==> config.mk <==
export PLATFORM = sky130hd
export DESIGN_NAME = irq_stat_en_reg
export DESIGN_NICKNAME = d
export VERILOG_FILES = /design/src/rtl/irq_stat_en_reg.sv
export SDC_FILE = /design/constraint.sdc
export NUM_CORES = 1
export LEC_CHECK = 0
export BUFFER_PORTS_ARGS = -buffer_cell sky130_fd_sc_hd__buf_4
export CAP_MARGIN = 15
export CELL_PAD_IN_SITES_DETAIL_PLACEMENT = 1
export CELL_PAD_IN_SITES_GLOBAL_PLACEMENT = 1
export CORE_UTILIZATION = 26
export CTS_CLUSTER_DIAMETER = 80
export DETAILED_ROUTE_END_ITERATION = 12
export PLACE_DENSITY_LB_ADDON = 0.1
export SLEW_MARGIN = 25
export SYNTH_ARGS = -nofsm -noshare
export SYNTH_HDL_FRONTEND = slang
export SYNTH_SLANG_ARGS = --single-unit
==> constraint.sdc <==
create_clock -name clk -period 3 [get_ports clk]
set_clock_uncertainty 0.15 [all_clocks]
set_input_delay 0.6 -clock clk [delete_from_list [all_inputs] [get_ports clk]]
set_output_delay 0.6 -clock clk [all_outputs]
set_load 0.02 [all_outputs]
==> src/rtl/irq_stat_en_reg.sv <==
module irq_stat_en_reg #(
  parameter int CNT_W = 16,
  parameter int NSRC  = 9,
  parameter int STAT_LSB = 16
) (
  input  logic             clk,
  input  logic             rst_n,
  input  logic             wr_en,
  input  logic [3:0]       wr_be,
  input  logic [31:0]      wr_data,
  output logic [31:0]      rd_data,
  input  logic             adc_trig_ev,
  input  logic             adc_start_ev,
  input  logic             dma_done_ev,
  input  logic             dma_timeout_ev,
  input  logic [CNT_W-1:0] fifo_count,
  input  logic [CNT_W-1:0] fifo_thresh,
  input  logic             fifo_push,
  input  logic             fifo_full,
  input  logic             dac_load_ev,
  input  logic [1:0]       ext_ev,
  input  logic             wdog_bark,
  output logic             irq
);
  localparam int STAT_MSB = STAT_LSB + NSRC - 1;

  logic [NSRC-1:0] stat, en, ev, clr;
  logic            wdg, wr_ok;

  assign ev = {ext_ev[1], ext_ev[0], dac_load_ev,
               fifo_push & fifo_full,
               fifo_count >= fifo_thresh,
               dma_timeout_ev, dma_done_ev, adc_start_ev, adc_trig_ev};

  assign wr_ok = wr_en && (wr_be == 4'hF);
  assign clr   = wr_ok ? wr_data[STAT_MSB:STAT_LSB] : '0;

  always_ff @(posedge clk) begin
    if (!rst_n) begin
      stat <= '0;
      en   <= '0;
      wdg  <= 1'b0;
    end else begin
      stat <= (stat & ~clr) | ev;
      if (wr_ok) en <= wr_data[NSRC-1:0];
      wdg  <= wdog_bark | (wdg & ~(wr_ok & wr_data[31]));
    end
  end

  always_comb begin
    rd_data = '0;
    rd_data[31] = wdg;
    rd_data[STAT_MSB:STAT_LSB] = stat;
    rd_data[NSRC-1:0] = en;
  end

  assign irq = |(stat & en);

  // an event sets its status bit on the next edge
  a_r2_latch: assert property (@(posedge clk) disable iff (!rst_n)
    |ev |=> ((rd_data[STAT_MSB:STAT_LSB] & $past(ev)) == $past(ev)));

  // a clearing write without a colliding event drops the bit
  a_r3_w1c: assert property (@(posedge clk) disable iff (!rst_n)
    wr_ok |=> ((rd_data[STAT_MSB:STAT_LSB] &
                $past(wr_data[STAT_MSB:STAT_LSB] & ~ev)) == '0));

  // a zero written to a set bit keeps it
  a_r3_zero_keeps: assert property (@(posedge clk) disable iff (!rst_n)
    wr_ok |=> ((rd_data[STAT_MSB:STAT_LSB] &
                $past(stat & ~wr_data[STAT_MSB:STAT_LSB])) ==
               $past(stat & ~wr_data[STAT_MSB:STAT_LSB])));

  // partial byte enables change nothing
  a_r7_partial: assert property (@(posedge clk) disable iff (!rst_n)
    (wr_en && wr_be != 4'hF && ev == '0 && !wdog_bark) |=> $stable(rd_data));

  // the interrupt line holds while the register holds
  a_r8_irq_hold: assert property (@(posedge clk) disable iff (!rst_n)
    (!wr_en && ev == '0) |=> $stable(irq));

  // the watchdog flag stays until a clearing write
  a_r9_wdg_sticky: assert property (@(posedge clk) disable iff (!rst_n)
    (rd_data[31] && !(wr_ok && wr_data[31])) |=> rd_data[31]);
endmodule

==> impl_metrics.ini <==
[status]
status = finished with violations
violations = design-rule violations

[yosys]
synthFlopType = dfxtp_1
synth-xor-area-share_pct = 0
synth.area.top_cells = dfxtp_1 (30%), ha_1 (16%), a21boi_0 (10%)
synth.area.mux_share_pct = 0
ys_types = 29
synthSimpleGateAreaFrac_pct = 12.6
ys_ff_latch = 19
synth_top_family_by_area = compound AO/OA/AOI/OAI gates
syn_inst = 149
synth_compound_area_share_pct = 25.5
avgSynthCellArea_um2 = 8.40
yosysMostFrequentCell = nand2_1
async_reset_ff_share_pct = 0
synth_top_area_share_pct = 30.4
synth_edf_count = 0
yosysTopAreaCell = dfxtp_1
yosysWarnings = 0
synth_fa_ha_area_share_pct = 16.0
seq_area_frac_synth_pct = 30.4
ys_top_cells_by_count = nand2_1 (21), dfxtp_1 (19), inv_1 (18)
synth_area_um2 = 1250

[finish]
final_cell_area_um2 = 1940
area_growth_pct = 55.4
register_area_um2 = 380
nNetsFinal = 333
multi_input_area_um2 = 726
fin_util_pct = 43.5
instances_no_fill = 287
n_antenna_cell = 0
nFillCells = 560
drive_gt1_share_pct = 39.1

[grt]
grt_max_degree = 20
grt_pass1_wl_um = 6240
grt_pass1_vias = 1360
antenna_found_initial = 0
gr-usage-all-layers_pct = 15.5
gr-total-overflow = 0

[worst_setup_path]
startpoint = stat[5]
crit_arrival_ns = 1.38
critPathKind = flip-flop to output pin
critPathLaunchType = flip-flop
crit_buf_inv = 1
crit_family = compound AO/OA/AOI/OAI gates
path_cells = a22o_1, a221oi_1, nand3_1, buf_4
critPathCaptureType = output pin
required_ns = 2.25
crit_fanout = 3
r2r-start = stat[4]
critPathMaxStageDelay_ns = 0.33
slowest_stage = dfxtp_1

[route]
drc_errors = 8
routed_wl_um = 3880
detail_route.wl_per_cell_um = 13.5
vias_per_cell = 4.58
vias = 1315
ant_nets = 0
dr.pass1.iters = 8
drt-initial-drc-count = 30

[floorplan]
die_x_um = 71.4
start_util_pct = 28.0
num_rows = 24
fp.dieH_um = 71.4
core_um2 = 4470
die-area_um2 = 5090
ios = 114

[clock_network]
clk_pin_slew_worst_paths_ns = 0.07
root_buffer = clkbuf_8
ctsHoldBuffers = 0
postCtsResizedCells = 0
cts_setup_buffers = 0
clock_path_buffers = 2
clkLatencyLatePin_ns = 0.25
cts_inserted_buffers = 3
cts_sinks = 19
htreeDepth = 1
cts_tree = built

[sta]
hold_violations = 0
fin_crit_ns = 2.13
setup_tns_ns = 0
fin_crit_sh_pct = 71.0
clock.fmax_ghz = 0.470
rsz0062_at_grt = no
report.final.slew_viol_count = 0
setup_viol = 0
whs_ns = 0.334

[placed_design]
io_buffers = 87
dp_hpwl_um = 3310
placed_area_um2 = 1900
gp_congestion = 0.759
dp.cells = 283

[worst_hold_path]
min_path_type = flip-flop to flip-flop
hold_start = en[6]

[power_and_ir_drop]
power.leakage_nw = 1.01
irDropWorstVdd_uv = 194
power_density_nw_per_um2 = 329

[flow_run]
cap_violations = 0
-- sequential cells by signal, summed over array words and instances (netlist names) --
name  count
wdg       1
en        9
stat      9
-- worst paths after layout --
path | cells past startpoint | slack [ns] | to
setup reg to reg | 2 | 1.88 | stat[4]
setup / recovery | 4 | 0.87 | irq
hold / removal | 2 | 0.33 | en[6]
hold reg to reg | 2 | 0.33 | en[6]
-- layer usage --
| layer | vias up | share of wire (%) | GRT usage, % |
|---|---|---|---|
| li1 | 655 | - | - |
| met1 | 600 | 39 | 18.0 |
| met2 | 57 | 53 | 28.7 |
| met3 | 3 | 8.2 | 3.80 |
| met4 | 0 | 0.59 | 3.33 |
| met5 | - | 0 | 0 |
-- cells by family after synthesis --
kind of cell | after synthesis
other | 1
DFF | 19
buffers and inverters | 36
AOI/OAI and AO/OA | 42
adders and majority gates | 16
and+or+nand+nor | 35
-- worst reg2reg max path: cells and delay by family (launching register included) --
family	cells	cell delay [ns]
flip-flops	1	0.33
AO/OA/AOI/OAI	2	0.54
-- power by group --
part           total, mW  internal, mW  switching (mW)
clock              0.177        0.0944          0.0830
sequential         0.273         0.264         0.00858
combinational      0.189         0.104          0.0848
total              0.639         0.463           0.176
-- placed cells by master (no fill, tap or decap), types with 2 or more instances in the layout --
| cell type | count |
|---|---|
| inv_1 | 18 |
| and3_1 | 2 |
| dfxtp_1 | 19 |
| nor2_1 | 2 |
| nand3_1 | 4 |
| clkbuf_8 | 3 |
| nand4_1 | 3 |
| a21oi_1 | 3 |
| conb_1 | 13 |
| nand2_1 | 21 |
| buf_4 | 88 |
| o21a_1 | 9 |
| a21boi_1 | 2 |
| ha_1 | 16 |
| a21boi_0 | 17 |
| o21ai_0 | 3 |
-- final cells by class --
type | count | share of cell area (%)
flip-flops and latches | 19 | 19.6
inverters | 18 | 3.47
well taps | 52 | 3.35
repair buffers | 88 | 34.0
multi-input cells | 106 | 37.3
clock buffers | 4 | 2.32
-- stage by stage --
stage                     power, mW  setup slack, ns
after floorplan               0.379            0.919
after global placement        0.461            0.772
after detailed placement      0.469            0.679
after CTS                     0.652            0.832
after global routing          0.681            0.796
final                         0.639            0.870
(Power assumes the default switching activity.)
